[src/rtl/tmr_pkg.sv]
package tmr_pkg;

    localparam int DATA_W = 32;
    localparam int ADDR_W = 7;
    localparam int N_TMR  = 2;
    localparam int N_SRC  = 4;
    localparam int SRC_W  = 3;

    // per-timer register stride and slot offsets
    localparam logic [ADDR_W-1:0] TMR_STRIDE = 7'h10;
    localparam logic [ADDR_W-1:0] SLOT_RELOAD = 7'h00;
    localparam logic [ADDR_W-1:0] SLOT_COUNT  = 7'h04;
    localparam logic [ADDR_W-1:0] SLOT_CTRL   = 7'h08;

    // shared interrupt registers
    localparam logic [ADDR_W-1:0] OFS_MASK   = 7'h48;
    localparam logic [ADDR_W-1:0] OFS_ACK    = 7'h4C;
    localparam logic [ADDR_W-1:0] OFS_MASKED = 7'h54;

    typedef struct packed {
        logic [N_TMR-1:0] reload_we;
        logic [N_TMR-1:0] ctrl_we;
        logic             mask_we;
        logic             ack_we;
    } wr_sel_t;

    function automatic logic [ADDR_W-1:0] tmr_addr(input int idx,
                                                   input logic [ADDR_W-1:0] slot);
        return ADDR_W'(idx * int'(TMR_STRIDE)) + slot;
    endfunction

endpackage

[src/rtl/tmr_decode.sv]
module tmr_decode
    import tmr_pkg::*;
(
    input  logic              wr_en,
    input  logic [ADDR_W-1:0] addr,
    output wr_sel_t           sel
);
    always_comb begin
        sel = '0;
        for (int i = 0; i < N_TMR; i++) begin
            sel.reload_we[i] = wr_en && (addr == tmr_addr(i, SLOT_RELOAD));
            sel.ctrl_we[i]   = wr_en && (addr == tmr_addr(i, SLOT_CTRL));
        end
        sel.mask_we = wr_en && (addr == OFS_MASK);
        sel.ack_we  = wr_en && (addr == OFS_ACK);
    end
endmodule

[src/rtl/tmr_channel.sv]
module tmr_channel #(
    parameter int CNT_W = 32,
    parameter int SRC_W = 3,
    parameter int N_SRC = 4
) (
    input  logic             clk,
    input  logic             rst,
    input  logic             reload_we,
    input  logic             ctrl_we,
    input  logic [CNT_W-1:0] wr_data,
    input  logic [N_SRC-1:0] tick_en,
    output logic [CNT_W-1:0] count,
    output logic [CNT_W-1:0] reload,
    output logic [SRC_W-1:0] ctrl,
    output logic             hit
);
    localparam int SRC_BASE = (1 << SRC_W) - N_SRC;
    localparam int SEL_W    = (N_SRC > 1) ? $clog2(N_SRC) : 1;

    logic [CNT_W-1:0] count_q, reload_q, reload_d;
    logic [SRC_W-1:0] ctrl_q;
    logic [SEL_W-1:0] src_idx;
    logic             src_live, tick_sel, load;

    always_comb begin
        src_live = (ctrl_q >= SRC_W'(SRC_BASE));
        src_idx  = SEL_W'(ctrl_q - SRC_W'(SRC_BASE));
        tick_sel = src_live && tick_en[src_idx];
        load     = reload_we || ctrl_we;
        reload_d = reload_we ? wr_data : reload_q;
        hit      = !load && tick_sel && (count_q == '0);
    end

    always_ff @(posedge clk) begin
        if (rst) begin
            count_q  <= '0;
            reload_q <= '0;
            ctrl_q   <= '0;
        end else begin
            if (reload_we) reload_q <= wr_data;
            if (ctrl_we)   ctrl_q   <= wr_data[SRC_W-1:0];
            if (load)
                count_q <= reload_d;
            else if (tick_sel)
                count_q <= (count_q == '0) ? reload_q : count_q - 1'b1;
        end
    end

    assign count  = count_q;
    assign reload = reload_q;
    assign ctrl   = ctrl_q;

    AST_LOAD_ON_WRITE: assert property (@(posedge clk) disable iff (rst)
        load |=> (count_q == reload_q));
    AST_PARKED_HOLDS: assert property (@(posedge clk) disable iff (rst)
        (!load && !src_live) |=> $stable(count_q));
    AST_SINGLE_STEP: assert property (@(posedge clk) disable iff (rst)
        (!load && tick_sel && count_q != '0) |=> (count_q == $past(count_q) - 1'b1));
    AST_WRAP_RELOAD: assert property (@(posedge clk) disable iff (rst)
        (!load && tick_sel && count_q == '0) |=> (count_q == $past(reload_q)));
endmodule

[src/rtl/tmr_irq.sv]
module tmr_irq #(
    parameter int N_TMR = 2
) (
    input  logic             clk,
    input  logic             rst,
    input  logic [N_TMR-1:0] hit,
    input  logic             mask_we,
    input  logic             ack_we,
    input  logic [N_TMR-1:0] wr_bits,
    output logic [N_TMR-1:0] mask,
    output logic [N_TMR-1:0] masked,
    output logic             irq
);
    logic [N_TMR-1:0] raw_q, mask_q, clr;

    always_comb clr = ack_we ? wr_bits : '0;

    always_ff @(posedge clk) begin
        if (rst) begin
            raw_q  <= '0;
            mask_q <= '0;
        end else begin
            raw_q <= (raw_q & ~clr) | hit;
            if (mask_we) mask_q <= wr_bits;
        end
    end

    assign mask   = mask_q;
    assign masked = raw_q & mask_q;
    assign irq    = |masked;

    AST_SET_WINS: assert property (@(posedge clk) disable iff (rst)
        (hit != '0) |=> ((raw_q & $past(hit)) == $past(hit)));
    AST_ACK_CLEARS: assert property (@(posedge clk) disable iff (rst)
        ack_we |=> ((raw_q & $past(wr_bits) & ~$past(hit)) == '0));
    AST_ACK_KEEPS: assert property (@(posedge clk) disable iff (rst)
        ack_we |=> ((raw_q & ~$past(wr_bits)) == ($past(raw_q) & ~$past(wr_bits)) | $past(hit) & ~$past(wr_bits)));
endmodule

[src/rtl/dual_tick_timer.sv]
module dual_tick_timer
    import tmr_pkg::*;
#(
    parameter int CNT_W = DATA_W
) (
    input  logic              clk,
    input  logic              rst,
    input  logic              wr_en,
    input  logic [ADDR_W-1:0] addr,
    input  logic [DATA_W-1:0] wr_data,
    output logic [DATA_W-1:0] rd_data,
    input  logic [N_SRC-1:0]  tick_en,
    output logic              irq
);
    wr_sel_t          sel;
    logic [CNT_W-1:0] count  [N_TMR];
    logic [CNT_W-1:0] reload [N_TMR];
    logic [SRC_W-1:0] ctrl   [N_TMR];
    logic [N_TMR-1:0] hit, mask, masked;

    tmr_decode u_decode (
        .wr_en (wr_en),
        .addr  (addr),
        .sel   (sel)
    );

    for (genvar g = 0; g < N_TMR; g++) begin : g_tmr
        tmr_channel #(
            .CNT_W (CNT_W),
            .SRC_W (SRC_W),
            .N_SRC (N_SRC)
        ) u_chan (
            .clk       (clk),
            .rst       (rst),
            .reload_we (sel.reload_we[g]),
            .ctrl_we   (sel.ctrl_we[g]),
            .wr_data   (wr_data[CNT_W-1:0]),
            .tick_en   (tick_en),
            .count     (count[g]),
            .reload    (reload[g]),
            .ctrl      (ctrl[g]),
            .hit       (hit[g])
        );
    end

    tmr_irq #(.N_TMR(N_TMR)) u_irq (
        .clk     (clk),
        .rst     (rst),
        .hit     (hit),
        .mask_we (sel.mask_we),
        .ack_we  (sel.ack_we),
        .wr_bits (wr_data[N_TMR-1:0]),
        .mask    (mask),
        .masked  (masked),
        .irq     (irq)
    );

    always_comb begin
        rd_data = '0;
        for (int i = 0; i < N_TMR; i++) begin
            if (addr == tmr_addr(i, SLOT_RELOAD)) rd_data = DATA_W'(reload[i]);
            if (addr == tmr_addr(i, SLOT_COUNT))  rd_data = DATA_W'(count[i]);
            if (addr == tmr_addr(i, SLOT_CTRL))   rd_data = DATA_W'(ctrl[i]);
        end
        if (addr == OFS_MASK)   rd_data = DATA_W'(mask);
        if (addr == OFS_MASKED) rd_data = DATA_W'(masked);
    end

    AST_RESET_QUIET: assert property (@(posedge clk)
        rst |=> !irq);
endmodule

[config.mk]
export PLATFORM = sky130hd
export DESIGN_NAME = dual_tick_timer
export DESIGN_NICKNAME = d
export VERILOG_FILES = /design/src/rtl/tmr_pkg.sv /design/src/rtl/tmr_decode.sv /design/src/rtl/tmr_channel.sv /design/src/rtl/tmr_irq.sv /design/src/rtl/dual_tick_timer.sv
export SDC_FILE = /design/constraint.sdc
export NUM_CORES = 1
export LEC_CHECK = 0
export BUFFER_PORTS_ARGS = -buffer_cell sky130_fd_sc_hd__clkbuf_2
export CAP_MARGIN = 20
export CORE_MARGIN = 2
export CORE_UTILIZATION = 55
export CTS_CLUSTER_SIZE = 25
export DETAILED_ROUTE_END_ITERATION = 7
export PLACE_DENSITY = 0.72
export SKIP_CTS_REPAIR_TIMING = 1
export SLEW_MARGIN = 0
export SYNTH_ARGS = -nofsm -noshare
export SYNTH_HDL_FRONTEND = slang
export SYNTH_SLANG_ARGS = --single-unit
[constraint.sdc]
create_clock -name clk -period 4.7 [get_ports clk]
set_input_delay 0.705 -clock clk [delete_from_list [all_inputs] [get_ports clk]]
set_output_delay 0.705 -clock clk [all_outputs]
set_load 0.05 [all_outputs]
== Yosys cells after proc, flatten, opt, wreduce, memory -nomap -nowiden ==
Cells that the tools add are included.

* Flip-flop bits (word level): 138
* Output and inout port bits: 33
* Word-level logic and storage cells: 71

* Add/subtract/negate cells: 4
* Magnitude comparators: 4
* Equality and inequality tests: 8
* Muxes and demuxes: 21
* Bitwise operators: 4
* Reduce and logical (&&, ||, !) cells: 22

{| class="wikitable"
|+ Operators with widths
! kind !! number
|-
| $mux W32 || 16
|-
| $logic_not A32 Y1 || 2
|-
| $sub A32 B1 Y32 const B || 2
|-
| $eq A7 B5 Y1 const B || 3
|-
| $eq A7 B7 Y1 const B || 3
|-
| $logic_and A1 B1 Y1 || 12
|-
| $eq A7 B3 Y1 const B || 1
|-
| $eq A7 B4 Y1 const B || 1
|-
| $logic_not A7 Y1 || 1
|-
| $ge A3 B3 Y1 const B || 2
|-
| $lt A2 B3 Y1 const B || 2
|-
| $and A2 B2 Y2 || 2
|-
| $bmux W1 S2 || 2
|-
| $reduce_bool A2 Y1 || 2
|-
| $sub A2 B1 Y2 const B || 2
|-
| $logic_not A1 Y1 || 2
|-
| $logic_or A1 B1 Y1 || 2
|-
| $mux W1 || 2
|-
| $mux W2 || 1
|-
| $not A2 Y2 || 1
|-
| $or A2 B2 Y2 || 1
|-
| $reduce_or A2 Y1 || 1
|}

== Logic depth before layout (Yosys ltp) ==
* Depth in word-level cells: 9
* Gate-level depth with buffers: 10
* Mapped depth without buffers: 8

== Modules after synthesis ==
From an unflattened synthesis, not the netlist that was laid out.

* Cell total of the unflattened synthesis: 1008
* Area total of the unflattened synthesis: 8943.6 um^2

{| class="wikitable"
|+ By module, submodules not included
! module !! times used !! cells an instance !! area an instance (um^2) !! sequential area each (um^2)
|-
| tmr_channel || 2 || 395 || 3769.9 || 1341.3
|-
| dual_tick_timer || 1 || 189 || 1156.1 || 0.0
|-
| tmr_irq || 1 || 17 || 161.4 || 80.1
|-
| tmr_decode || 1 || 12 || 86.3 || 0.0
|}

== Least setup slack after synthesis ==
No wires, ideal clock.

* Path type: input to output
* From: in addr[6]
* To: out rd_data[21]
* Data arrival time: 2960 ps
* Path slack: 1035 ps
* Stages on the path: 7
* Buffers on the path: 2
* Cells stage by stage: nor4_1 -> nand2_1 -> nor2_1 -> clkbuf_1 -> clkbuf_1 -> a22oi_1 -> nand2_1

* Longest elaborated chain between the ends: 9

{| class="wikitable"
|+ RTL lines
! what !! RTL line !! source
|-
| start: declaration || dual_tick_timer.sv:9 || <nowiki>input logic [ADDR_W-1:0] addr,</nowiki>
|-
| $logic_not A7 Y1 || dual_tick_timer.sv:61 || <nowiki>if (addr == tmr_addr(i, SLOT_RELOAD)) rd_data = DATA_W'(reload[i]);</nowiki>
|-
| $mux W32 || dual_tick_timer.sv:61 ||
|-
| $mux W32 || dual_tick_timer.sv:62 || <nowiki>if (addr == tmr_addr(i, SLOT_COUNT)) rd_data = DATA_W'(count[i]);</nowiki>
|-
| $mux W32 || dual_tick_timer.sv:63 || <nowiki>if (addr == tmr_addr(i, SLOT_CTRL)) rd_data = DATA_W'(ctrl[i]);</nowiki>
|-
| $mux W32 || dual_tick_timer.sv:61 ||
|-
| $mux W32 || dual_tick_timer.sv:62 ||
|-
| $mux W32 || dual_tick_timer.sv:63 ||
|-
| $mux W32 || dual_tick_timer.sv:65 || <nowiki>if (addr == OFS_MASK) rd_data = DATA_W'(mask);</nowiki>
|-
| $mux W32 (*) || dual_tick_timer.sv:66 || <nowiki>if (addr == OFS_MASKED) rd_data = DATA_W'(masked);</nowiki>
|-
| end: declaration || dual_tick_timer.sv:11 || <nowiki>output logic [DATA_W-1:0] rd_data,</nowiki>
|}

Every way passes the cells marked *; elsewhere a longest branch is shown, timed or not.

== Final worst setup path ==
* From: in addr[3]
* To: out rd_data[1]

The elaborated chain is that of the path after synthesis.

==> results.py <==
metrics = {
    "clock_network": {
        "ctsLongestPathBuffers": 2,
        "clk_pin_slew_ns": 0.06,
        "ctsRootBufferMaster": "clkbuf_16",
        "cts_buffers": 17,
        "insertion_delay_ns": 0.42,
        "cts.sinks": 138,
        "cts_max_level": 4,
        "cts_tree": "yes",
    },
    "floorplan": {
        "dieArea_um2": 16400,
        "rows": 45,
        "die_h_um": 128,
        "die_w_um": 128,
        "design.core.area_um2": 15100,
        "start_util_pct": 56.0,
        "io_pins": 79,
    },
    "logic_synthesis": {
        "synth_edf_count": 0,
        "synth-async-reset-ratio_pct": 0,
        "synth_top_area_cell": "dfxtp_1",
        "synth_ff_type": "dfxtp_1",
        "synthCells": 1177,
        "synth.top_cell.area_share_pct": 32.7,
        "synth_top_family_by_area": "compound AO/OA/AOI/OAI gates",
        "synth-seq-area-share_pct": 32.7,
        "ys_warn_count": 0,
        "synth_area_leaders": "dfxtp_1, a21oi_1, nand2_1",
        "post_synth_num_cell_types": 63,
        "synth_xor_area_share_pct": 4.15,
        "syn-num-nets": 1227,
        "synth.avg_cell_area_um2": 7.18,
        "ys_ff_latch": 138,
        "synth_fa_ha_area_share_pct": 0.592,
        "synth-compound-area-share_pct": 27.3,
        "syn_area_um2": 8450,
        "synth-simple-area-share_pct": 25.6,
        "synth.area.mux_share_pct": 4.68,
    },
    "timing": {
        "drv_slew": 0,
        "relSlewSlack_pct": 23.3,
        "min_period_ns": 3.70,
        "finalSetupTns_ns": 0,
        "hold_violations": 0,
        "finalClockSkew_ns": 0.00773,
        "period_share_pct": 78.7,
        "rsz0062_at_grt": "no",
        "max_freq_ghz": 0.270,
        "setup_viol": 0,
        "worstMarginPinSlew_ns": 1.14,
    },
    "setup_path": {
        "r2r-start": "g_tmr[0].u_chan.count[12]$_SDFFE_PP0P_",
        "critPathLaunch": "addr[3]",
        "worstSetupPathType": "primary input to output port",
        "path_common_cell": "buf_4",
        "end_kind": "output port",
        "critPathRequiredTime_ns": 3.99,
        "crit_path_max_fanout": 32,
        "worstPathCellList": "buf_4 -> or4b_2 -> nor4_2 -> buf_4 -> a222oi_1 -> and3_1 -> o22ai_1 -> clkbuf_2",
        "max_stage_delay_ns": 0.68,
        "cp_data_arrival_time_ns": 2.99,
        "cp_slowest_cell": "or4b_2",
        "startpoint_type": "primary input",
    },
    "flow_run": {
        "drv_cap": 0,
    },
    "global_routing": {
        "antenna_found_initial": 0,
        "grt_remaining_overflow": 0,
        "grt.total_usage_pct": 38.1,
        "grt_pass1_vias": 8234,
        "grt_pass1_wl_um": 48000,
        "grt_max_degree": 66,
    },
    "route": {
        "drt_wl_total_um": 31000,
        "first_pass_iters": 5,
        "wl_per_cell_um": 22.0,
        "ant_nets": 0,
        "vias": 9279,
        "drt-vias-per-instance": 6.59,
        "drcViolationCount": 0,
        "dr.first_iter.drc_count": 1431,
    },
    "worst_hold_path": {
        "min_from": "g_tmr[0].u_chan.ctrl[2]$_SDFFE_PP0P_",
        "hp-class": "register to register",
    },
    "status": {
        "status": "finished, final reports clean",
    },
    "placement": {
        "numPortBuffers": 78,
        "place_congestion": 1.03,
        "dp_hpwl_um": 21600,
        "dp_cells": 1377,
    },
    "power": {
        "powerDensity_nw_per_um2": 280,
        "p_leak_nw": 3.62,
        "irDropWorstVdd_uv": 283,
    },
    "layout": {
        "instances_no_fill": 1407,
        "drive_gt1_share_pct": 12.6,
        "diodes": 0,
        "final_nets": 1259,
        "synthToLayoutAreaGrowth_pct": 12.3,
    },
}
## path summary, 6_finish.rpt
| check | depth (start not counted) | slack, ns | to |
|---|---|---|---|
| worst max register to register | 5 | 1.39 | g_tmr[0].u_chan.count[16]$_SDFFE_PP0P_ |
| worst min register to register | 2 | 0.47 | g_tmr[0].u_chan.ctrl[2]$_SDFFE_PP0P_ |
| worst max-delay path | 8 | 1.00 | rd_data[1] |
| worst min-delay path | 2 | 0.47 | g_tmr[0].u_chan.ctrl[2]$_SDFFE_PP0P_ |
## layer usage
| metal | GRT usage (%) | wire (um) | up-vias |
|---|---|---|---|
| li1 | - | - | 4324 |
| met5 | 0 | 0 | - |
| met3 | 8.01 | 3590 | 62 |
| met1 | 57.8 | 13600 | 4331 |
| met2 | 54.5 | 13100 | 562 |
| met4 | 10.2 | 666 | 0 |
## stage by stage
step                      setup slack [ns]  power (mW)  util (%)  cell area [um^2]  hold slack [ns]
after floorplan                       1.03        1.33         -              8450            0.446
after global placement                1.06        1.41      59.1              8920            0.457
after detailed placement              1.04        1.41      59.1              8920            0.465
after CTS                             1.04        2.65      62.7              9460            0.473
after global routing                 0.891        2.73      62.9              9490            0.521
final                                 1.00        2.65      62.9              9490            0.472
## Yosys cell counts, types with 4 or more instances
library cell and n:
o32ai_1 6, and3_1 6, o21ai_0 36, nand2b_1 5
nor3_1 26, clkbuf_1 77, nor2b_1 18, or4_1 11
xor2_1 24, buf_2 4, nand4_1 10, a221o_1 13
nor2_1 132, a22oi_1 58, or3_1 7, inv_1 16
o31ai_1 6, o21ai_1 5, ha_1 4, a31oi_1 4
dfxtp_1 138, nand2_1 202, xnor2_1 16, buf_1 4
nor4_1 14, a21oi_1 174, o22ai_1 40, mux2i_1 35
nand3_1 20, a211oi_1 6
## sequential cells by signal, indices dropped and copies added, names as in the netlist
register and flops:
g_tmr.u_chan.reload 64, g_tmr.u_chan.count 64, g_tmr.u_chan.ctrl 6, u_irq.mask 2, u_irq.raw_q 2
## layout by cell type, fill, tap and decap left out, types with 4 or more instances in the layout
cell / instances
a211oi_1: 6
a21oi_1: 173
a221o_1: 13
a22oi_1: 58
a31oi_1: 4
and3_1: 6
buf_4: 25
clkbuf_16: 17
clkbuf_2: 76
clkinv_2: 6
dfxtp_1: 138
ha_1: 4
inv_1: 16
mux2i_1: 35
nand2_1: 202
nand2b_1: 5
nand3_1: 20
nand4_1: 10
nor2_1: 127
nor2_2: 5
nor2b_1: 18
nor3_1: 26
nor4_1: 13
nor4_2: 4
o21ai_0: 36
o21ai_1: 5
o22ai_1: 40
o31ai_1: 6
o32ai_1: 6
or3_1: 7
or4_1: 11
xnor2_1: 16
xor2_1: 24
## worst max-delay path: cells and delay by family
kind            cells  cell delay [ns]
simple gates        3             1.05
buf+inv             3             0.94
compound gates      2             0.29
## power breakdown
part           internal, mW  switching (mW)
Sequential             1.17         0.00430
Combinational        0.0683           0.151
Clock                 0.753           0.504
Total                  1.99           0.660
## cell type report
| class | count | area [um^2] |
|---|---|---|
| Tap cell | 188 | 235 |
| Inverter | 16 | 60.1 |
| Clock inverter | 9 | 75.1 |
| Multi-Input combinational cell | 934 | 5290 |
| Clock buffer | 20 | 467 |
| Fill cell | 1424 | 5600 |
| Sequential cell | 138 | 2760 |
| Timing Repair Buffer | 102 | 596 |
## cells by family after synthesis
| group | count (synthesis) |
|---|---|
| flops | 138 |
| xor+xnor | 40 |
| mux | 37 |
| compound gates | 376 |
| fa+ha+maj | 4 |
| buf+inv | 105 |
| simple gates | 477 |
Power figures use the tool's default switching activity.
